`config.mk`:
```
export PLATFORM = sky130hd
export DESIGN_NAME = fgpio_port
export DESIGN_NICKNAME = d
export VERILOG_FILES = /design/src/rtl/fgpio_pkg.sv /design/src/rtl/fgpio_regs.sv /design/src/rtl/fgpio_in_sync.sv /design/src/rtl/fgpio_readback.sv /design/src/rtl/fgpio_port.sv
export SDC_FILE = /design/constraint.sdc
export NUM_CORES = 1
export LEC_CHECK = 0
export BUFFER_PORTS_ARGS = -buffer_cell sky130_fd_sc_hd__buf_2
export CAP_MARGIN = 15
export CORE_MARGIN = 2
export CORE_UTILIZATION = 52
export CTS_CLUSTER_SIZE = 10
export DETAILED_ROUTE_END_ITERATION = 6
export GPL_TIMING_DRIVEN = 1
export PLACE_DENSITY_LB_ADDON = 0.3
export SYNTH_ARGS = -nofsm -noshare
export SYNTH_HDL_FRONTEND = slang
export SYNTH_SLANG_ARGS = --single-unit
```
`constraint.sdc`:
```
create_clock -name clk -period 1.95 [get_ports clk]
set_input_delay 0.39 -clock clk [delete_from_list [all_inputs] [get_ports clk]]
set_output_delay 0.39 -clock clk [all_outputs]
set_load 0.1 [all_outputs]
```
`src/rtl/fgpio_pkg.sv`:
```
package fgpio_pkg;

    localparam int NPINS      = 16;
    localparam int BUS_W      = 32;
    localparam int ADDR_W     = 5;
    localparam int IDX_W      = ADDR_W - 2;
    localparam int PIN_LANES  = NPINS / 8;
    localparam int SYNC_DEPTH = 2;

    typedef enum logic [IDX_W-1:0] {
        SEL_DIR  = 3'd0,
        SEL_EN   = 3'd1,
        SEL_DATA = 3'd2,
        SEL_SET  = 3'd3,
        SEL_CLR  = 3'd4,
        SEL_TOG  = 3'd5,
        SEL_GAP6 = 3'd6,
        SEL_GAP7 = 3'd7
    } reg_sel_e;

    typedef struct packed {
        logic                 wr;
        logic                 rd;
        reg_sel_e             sel;
        logic [PIN_LANES-1:0] be;
        logic [NPINS-1:0]     wdata;
    } bus_req_t;

    typedef struct packed {
        logic [NPINS-1:0] dir;
        logic [NPINS-1:0] en;
        logic [NPINS-1:0] data;
    } port_state_t;

    // Expands byte strobes into a per-bit write mask over the pin-wide register.
    function automatic logic [NPINS-1:0] lane_mask(input logic [PIN_LANES-1:0] be);
        logic [NPINS-1:0] m;
        for (int l = 0; l < PIN_LANES; l++) begin
            m[l*8 +: 8] = {8{be[l]}};
        end
        return m;
    endfunction

    // True for the data register and its three aliases, which share the port view.
    function automatic logic is_data_view(input reg_sel_e s);
        return (s == SEL_DATA) || (s == SEL_SET) || (s == SEL_CLR) || (s == SEL_TOG);
    endfunction

endpackage

```
`src/rtl/fgpio_regs.sv`:
```
module fgpio_regs
    import fgpio_pkg::*;
(
    input  logic        clk,
    input  logic        rst,
    input  bus_req_t    req,
    output port_state_t st
);

    logic [NPINS-1:0] wmask;
    logic [NPINS-1:0] wbits;

    assign wmask = lane_mask(req.be);
    assign wbits = req.wdata & wmask;

    always_ff @(posedge clk) begin
        if (rst) begin
            st <= '0;
        end else if (req.wr) begin
            unique case (req.sel)
                SEL_DIR:  st.dir  <= (st.dir  & ~wmask) | wbits;
                SEL_EN:   st.en   <= (st.en   & ~wmask) | wbits;
                SEL_DATA: st.data <= (st.data & ~wmask) | wbits;
                SEL_SET:  st.data <= st.data | wbits;
                SEL_CLR:  st.data <= st.data & (req.wdata | ~wmask);
                SEL_TOG:  st.data <= st.data ^ wbits;
                default:  st      <= st;
            endcase
        end
    end

    assert_set_or_R5: assert property (@(posedge clk) disable iff (rst)
        (req.wr && req.sel == SEL_SET && (&req.be)) |=>
            st.data == ($past(st.data) | $past(req.wdata)));

    assert_clr_and_R6: assert property (@(posedge clk) disable iff (rst)
        (req.wr && req.sel == SEL_CLR && (&req.be)) |=>
            st.data == ($past(st.data) & $past(req.wdata)));

    assert_tog_xor_R7: assert property (@(posedge clk) disable iff (rst)
        (req.wr && req.sel == SEL_TOG && (&req.be)) |=>
            st.data == ($past(st.data) ^ $past(req.wdata)));

    assert_gap_inert_R9: assert property (@(posedge clk) disable iff (rst)
        (req.wr && (req.sel == SEL_GAP6 || req.sel == SEL_GAP7)) |=> $stable(st));

    assert_lane_keep_R4: assert property (@(posedge clk) disable iff (rst)
        (req.wr && req.sel == SEL_DATA && !req.be[0]) |=> $stable(st.data[7:0]));

endmodule

```
`src/rtl/fgpio_in_sync.sv`:
```
module fgpio_in_sync
    import fgpio_pkg::*;
(
    input  logic             clk,
    input  logic             rst,
    input  logic [NPINS-1:0] raw,
    output logic [NPINS-1:0] synced
);

    logic [NPINS-1:0] stage [SYNC_DEPTH];

    always_ff @(posedge clk) begin
        if (rst) stage[0] <= '0;
        else     stage[0] <= raw;
    end

    for (genvar s = 1; s < SYNC_DEPTH; s++) begin : g_stage
        always_ff @(posedge clk) begin
            if (rst) stage[s] <= '0;
            else     stage[s] <= stage[s-1];
        end
    end

    assign synced = stage[SYNC_DEPTH-1];

    // Age counter so the delay check only looks back over post-reset cycles.
    logic [1:0] age;
    always_ff @(posedge clk) begin
        if (rst)           age <= '0;
        else if (age != 2) age <= age + 2'd1;
    end

    assert_sync_delay_R11: assert property (@(posedge clk) disable iff (rst)
        (age == 2) |-> synced == $past(raw, 2));

endmodule

```
`src/rtl/fgpio_readback.sv`:
```
module fgpio_readback
    import fgpio_pkg::*;
(
    input  logic             clk,
    input  logic             rst,
    input  bus_req_t         req,
    input  port_state_t      st,
    input  logic [NPINS-1:0] synced,
    output logic [BUS_W-1:0] rdata
);

    logic [NPINS-1:0] port_view;
    logic [NPINS-1:0] sel_val;

    assign port_view = st.en & ((st.dir & st.data) | (~st.dir & synced));

    always_comb begin
        sel_val = '0;
        if (req.sel == SEL_DIR)         sel_val = st.dir;
        else if (req.sel == SEL_EN)     sel_val = st.en;
        else if (is_data_view(req.sel)) sel_val = port_view;
    end

    always_ff @(posedge clk) begin
        if (rst)         rdata <= '0;
        else if (req.rd) rdata <= {{(BUS_W-NPINS){1'b0}}, sel_val};
    end

    assert_rd_hold_R10: assert property (@(posedge clk) disable iff (rst)
        !req.rd |=> $stable(rdata));

    assert_disabled_zero_R8: assert property (@(posedge clk) disable iff (rst)
        (req.rd && is_data_view(req.sel)) |=> (rdata[NPINS-1:0] & ~$past(st.en)) == '0);

    assert_gap_read_R9: assert property (@(posedge clk) disable iff (rst)
        (req.rd && (req.sel == SEL_GAP6 || req.sel == SEL_GAP7)) |=> rdata == '0);

endmodule

```
`src/rtl/fgpio_port.sv`:
```
module fgpio_port
    import fgpio_pkg::*;
(
    input  logic              clk,
    input  logic              rst,
    input  logic              bus_wr,
    input  logic              bus_rd,
    input  logic [ADDR_W-1:0] bus_addr,
    input  logic [3:0]        bus_be,
    input  logic [BUS_W-1:0]  bus_wdata,
    output logic [BUS_W-1:0]  bus_rdata,
    input  logic [NPINS-1:0]  pin_in,
    output logic [NPINS-1:0]  pin_out,
    output logic [NPINS-1:0]  pin_oe
);

    bus_req_t         req;
    port_state_t      st;
    logic [NPINS-1:0] synced;
    logic             unused_bus_bits;

    assign req.wr    = bus_wr;
    assign req.rd    = bus_rd;
    assign req.sel   = reg_sel_e'(bus_addr[ADDR_W-1:2]);
    assign req.be    = bus_be[PIN_LANES-1:0];
    assign req.wdata = bus_wdata[NPINS-1:0];

    assign unused_bus_bits = ^{bus_addr[1:0], bus_be[3:PIN_LANES], bus_wdata[BUS_W-1:NPINS]};

    fgpio_regs u_regs (
        .clk (clk),
        .rst (rst),
        .req (req),
        .st  (st)
    );

    fgpio_in_sync u_sync (
        .clk    (clk),
        .rst    (rst),
        .raw    (pin_in),
        .synced (synced)
    );

    fgpio_readback u_rdback (
        .clk    (clk),
        .rst    (rst),
        .req    (req),
        .st     (st),
        .synced (synced),
        .rdata  (bus_rdata)
    );

    assign pin_out = st.data;
    assign pin_oe  = st.en & st.dir;

    assert_oe_follows_R2: assert property (@(posedge clk) disable iff (rst)
        (bus_wr && req.sel == SEL_EN && (&req.be)) |=> (pin_oe & ~$past(req.wdata)) == '0);

    assert_out_tracks_R3: assert property (@(posedge clk) disable iff (rst)
        (bus_wr && req.sel == SEL_DATA && (&req.be)) |=> pin_out == $past(req.wdata));

endmodule

```
* After elaboration in Yosys (flattened, before gate mapping)
Memories as Yosys holds them, arrays and structs flattened. Cells that the tools add are included.
Operators by class: eq/ne operators 5, muxes and demuxes 9, bitwise logic cells 20, reduce and logical (&&, ||, !) cells 8
Operators by type and width (number):
- $and A16 B16 Y16 | 9
- $or A16 B16 Y16 | 6
- $mux W16 | 5
- $pmux W16 S4 | 1
- $not A16 Y16 | 2
- $xor A16 B16 Y16 | 1
- $eq A3 B2 Y1 const B | 2
- $eq A3 B3 Y1 const B | 2
- $reduce_and A2 Y1 | 3
- $reduce_bool A4 Y1 | 1
- $eq A3 B1 Y1 const B | 1
- $logic_not A3 Y1 | 1
- $logic_or A1 B1 Y1 | 3
- $mux W1 | 3
- $or A1 B1 Y1 | 2
Word-level totals: register bits after elaboration 64, memory bits (writable) 32, input port bits 61, output and inout port bits 64, logic and storage cells 47, memories 1
Memory list:
- u_sync.stage | depth 2, width 16, rd ports 2, clocked after Yosys merged registers in 0, wr ports 2, line fgpio_in_sync.sv:10 | logic [NPINS-1:0] stage [SYNC_DEPTH];

* Depth between registers and ports, before layout
depth after elaboration 7, depth in mapped cells 7

* Hierarchy
From an unflattened synthesis, not the netlist that was laid out.
Unflattened totals: cell total of the unflattened synthesis 496, area, all modules 4550.6 um2
By module, submodules not included:
- fgpio_regs | times used 1, cells each 267, area an instance 2356.0 um2, sequential area each 960.9 um2
- fgpio_readback | times used 1, cells each 146, area an instance 1231.2 um2, sequential area each 320.3 um2
- fgpio_in_sync | times used 1, cells each 67, area an instance 863.3 um2, sequential area each 640.6 um2
- fgpio_port | times used 1, cells each 16, area an instance 100.1 um2, sequential area each 0.0 um2

* Worst setup path after synthesis
Ideal clock, no wire load.
path type input -> register, start in bus_addr[3], end reg with a tool-made name, library setup time 132 ps, data arrival time 1500 ps, slack 317 ps, stages on the path 6, path through buf_2 -> buf_4 -> nor4b_4 -> nand2_1 -> nand2_1 -> a21oi_1
RTL lines:
- start: declaration | line fgpio_port.sv:8 | input logic [ADDR_W-1:0] bus_addr,

==> results_dict.tcl <==
set metrics [dict create \
    cts_max_path_buffers 2 \
    synth_edf_count 0 \
    max_freq_mhz 567 \
    layout.nets 642 \
    async_flop_share_pct 0 \
    finalClockSkew_ns 0.0133 \
    setup_viol 0 \
    ys.warnings.count 0 \
    synth_most_common_cell "dfxtp_1" \
    initial_utilization_pct 53.7 \
    syn_area_per_cell_sq_um 8.47 \
    postLayoutCoreUtil_pct 60.1 \
    r2r_slack_ns 0.77 \
    postRouteAntennaNets 0 \
    overflow 0 \
    die_h_um 96.1 \
    via_per_inst 5.34 \
    timing.final.max_slew_violations 0 \
    critPathMaxFanout 4 \
    required_ns 1.56 \
    std_cell_rows 33 \
    yosysUniqueCellTypes 32 \
    vias 3688 \
    first_pass_iters 5 \
    cts_root_buf "clkbuf_8" \
    ctsResizeCount 0 \
    period_minus_slack_ns 1.76 \
    yosys.area.top_type "dfxtp_1" \
    clock_sinks 96 \
    synth_area_leaders "dfxtp_1 (44%), mux2i_1 (7.3%), buf_4 (5.8%)" \
    path_clk_slew_ns 0.10 \
    synth_top_area_share_pct 43.6 \
    timing.final.crit_share_pct 90.4 \
    ioPinCount 125 \
    syn_area_sq_um 4410 \
    postSynthCellCount 521 \
    status "completed" \
    io_buffers 88 \
    start_kind "flip-flop" \
    hold_violations 0 \
    yosys-top-cells-count "dfxtp_1 (96), nor2_1 (64), buf_4 (34), nand2_1 (34), o21ai_0 (34)" \
    path_class "flip-flop to output pin" \
    combinationalPowerShare_pct 18.4 \
    pre_cts_ws_ns -0.0355 \
    cts_tree "done" \
    p_per_area_nw_per_um2 813 \
    post-cts-setup-buffer-count 0 \
    totalPowerFinal_w 0.00402 \
    dr.first_iter.drc_count 265 \
    ir_drop_mv 0.448 \
    slew-limit-headroom_pct 33.8 \
    hold_path.class "primary input to flip-flop" \
    grt_first_pass_wirelength_mm 16.3 \
    area_growth_pct 12.1 \
    layout_setup_ws_ns 0.187 \
    grt_max_degree 97 \
    post-route-drc-count 0 \
    worst_ep_arrival_time_ns 1.37 \
    grt_usage_pct 22.8 \
    p_seq_share_pct 51.5 \
    switching_share_pct 33.0 \
    grt_pass1_vias 3311 \
    placed_area_sq_um 4760 \
    end_kind "output pin" \
    core_sq_um 8220 \
    dieArea_sq_um 9230 \
    layout-drive-gt1-share_pct 21.3 \
    cts_max_level 3 \
    yosysSeqAreaShare_pct 43.6 \
    globalplace.congestion 0.876 \
    rsz0062_at_grt "no" \
    cts_buffers 9 \
    final_area_sq_um 4940 \
    routed_wl_mm 10.6 \
    clock_power_share_pct 30.1 \
    drv_cap 0 \
    antenna_found_initial 0 \
    worstMarginPinSlew_ns 0.988 \
    synthFlopType "dfxtp_1" \
    dpl.hpwl_mm 7.33 \
    p_leak_nw 2.07 \
    cts_hold_buf 0 \
    ys_ff_latch 96 \
    p_int_w 0.00269 \
    die_w_um 96.1 \
    power_switching_w 0.00133 \
    post_drt_wl_per_cell_um 15.3 \
    nFillCells 748 \
    worst_skew_pair.late_latency_ns 0.36 \
    antenna_cells 0 \
]
[area by class of cell]
| type | count | area, sq um | share of cell area [%] |
|---|---|---|---|
| Clock inverter | 6 | 43.8 | 0.886 |
| Tap cell | 105 | 131 | 2.66 |
| Sequential cell | 96 | 1920 | 38.9 |
| Timing Repair Buffer | 101 | 551 | 11.1 |
| Clock buffer | 10 | 138 | 2.78 |
| Inverter | 4 | 15.0 | 0.304 |
| Multi-Input combinational cell | 369 | 2140 | 43.3 |
[logic make-up (layout without fill, tap and decap cells)]
family                 Yosys count  count (layout)  share of synthesized area [%]
buffers and inverters           71             121                           9.13
XOR/XNOR                         2               2                          0.568
other                            1              16                         0.0850
AND/OR/NAND/NOR                205             205                           24.5
AO/OA/AOI/OAI                  114             114                           14.9
multiplexers                    32              32                           7.26
flip-flops                      96              96                           43.6
[placed cells by master (no fill, tap or decap), drive strengths merged, types with 15 or more instances in the layout]
cell type,n
a31oi,16
mux2i,32
o21ai,48
buf,101
and2,16
nor2,64
nor2b,33
or3b,15
nand3,33
a311oi,16
dfxtp,96
conb,16
nand2,34
a21oi,32
[routing by layer]
metal,GRT usage [%],up-vias,routed length (um)
met5,0,-,0
met4,8.93,0,120
met3,3.21,9,924
met2,33.5,149,4640
met1,33.5,1660,4890
li1,-,1870,-
[per-stage QoR]
| step | cells | hold slack (ns) | setup TNS, ns |
|---|---|---|---|
| global route | 691 | 0.229 | 0 |
| detailed placement | 675 | 0.420 | -0.274 |
| global placement | 675 | 0.417 | -0.0236 |
| finish | 691 | 0.234 | 0 |
| floorplan | 536 | 0.414 | 0 |
| CTS | 691 | 0.224 | 0 |
[power by group through the flow]
stage | combinational (W) | sequential [W] | clock, W
after global routing | 0.000783 | 0.00207 | 0.00131
after CTS | 0.000738 | 0.00207 | 0.00123
after detailed placement | 0.000737 | 0.00211 | 0
after global placement | 0.000725 | 0.00211 | 0
after floorplan | 0.000511 | 0.00221 | 0
final | 0.000740 | 0.00207 | 0.00121
[critical path, cell delays in order, from the launching register on]
cell	delay [ns]
dfxtp_1	0.42
and2_1	0.17
buf_2	0.43
[final timing paths]
check                                   startpoint                   to  cells after the start
worst max-delay path                     flip-flop            pin_oe[1]                      2
worst min-delay path                    pin_in[13]  u_sync.stage[0][13]                      2
worst max register to register           flip-flop    u_rdback.rdata[0]                      4
worst min register to register  u_sync.stage[0][6]   u_sync.stage[1][6]                      1
Note: power is estimated with default switching activity, not from simulation.
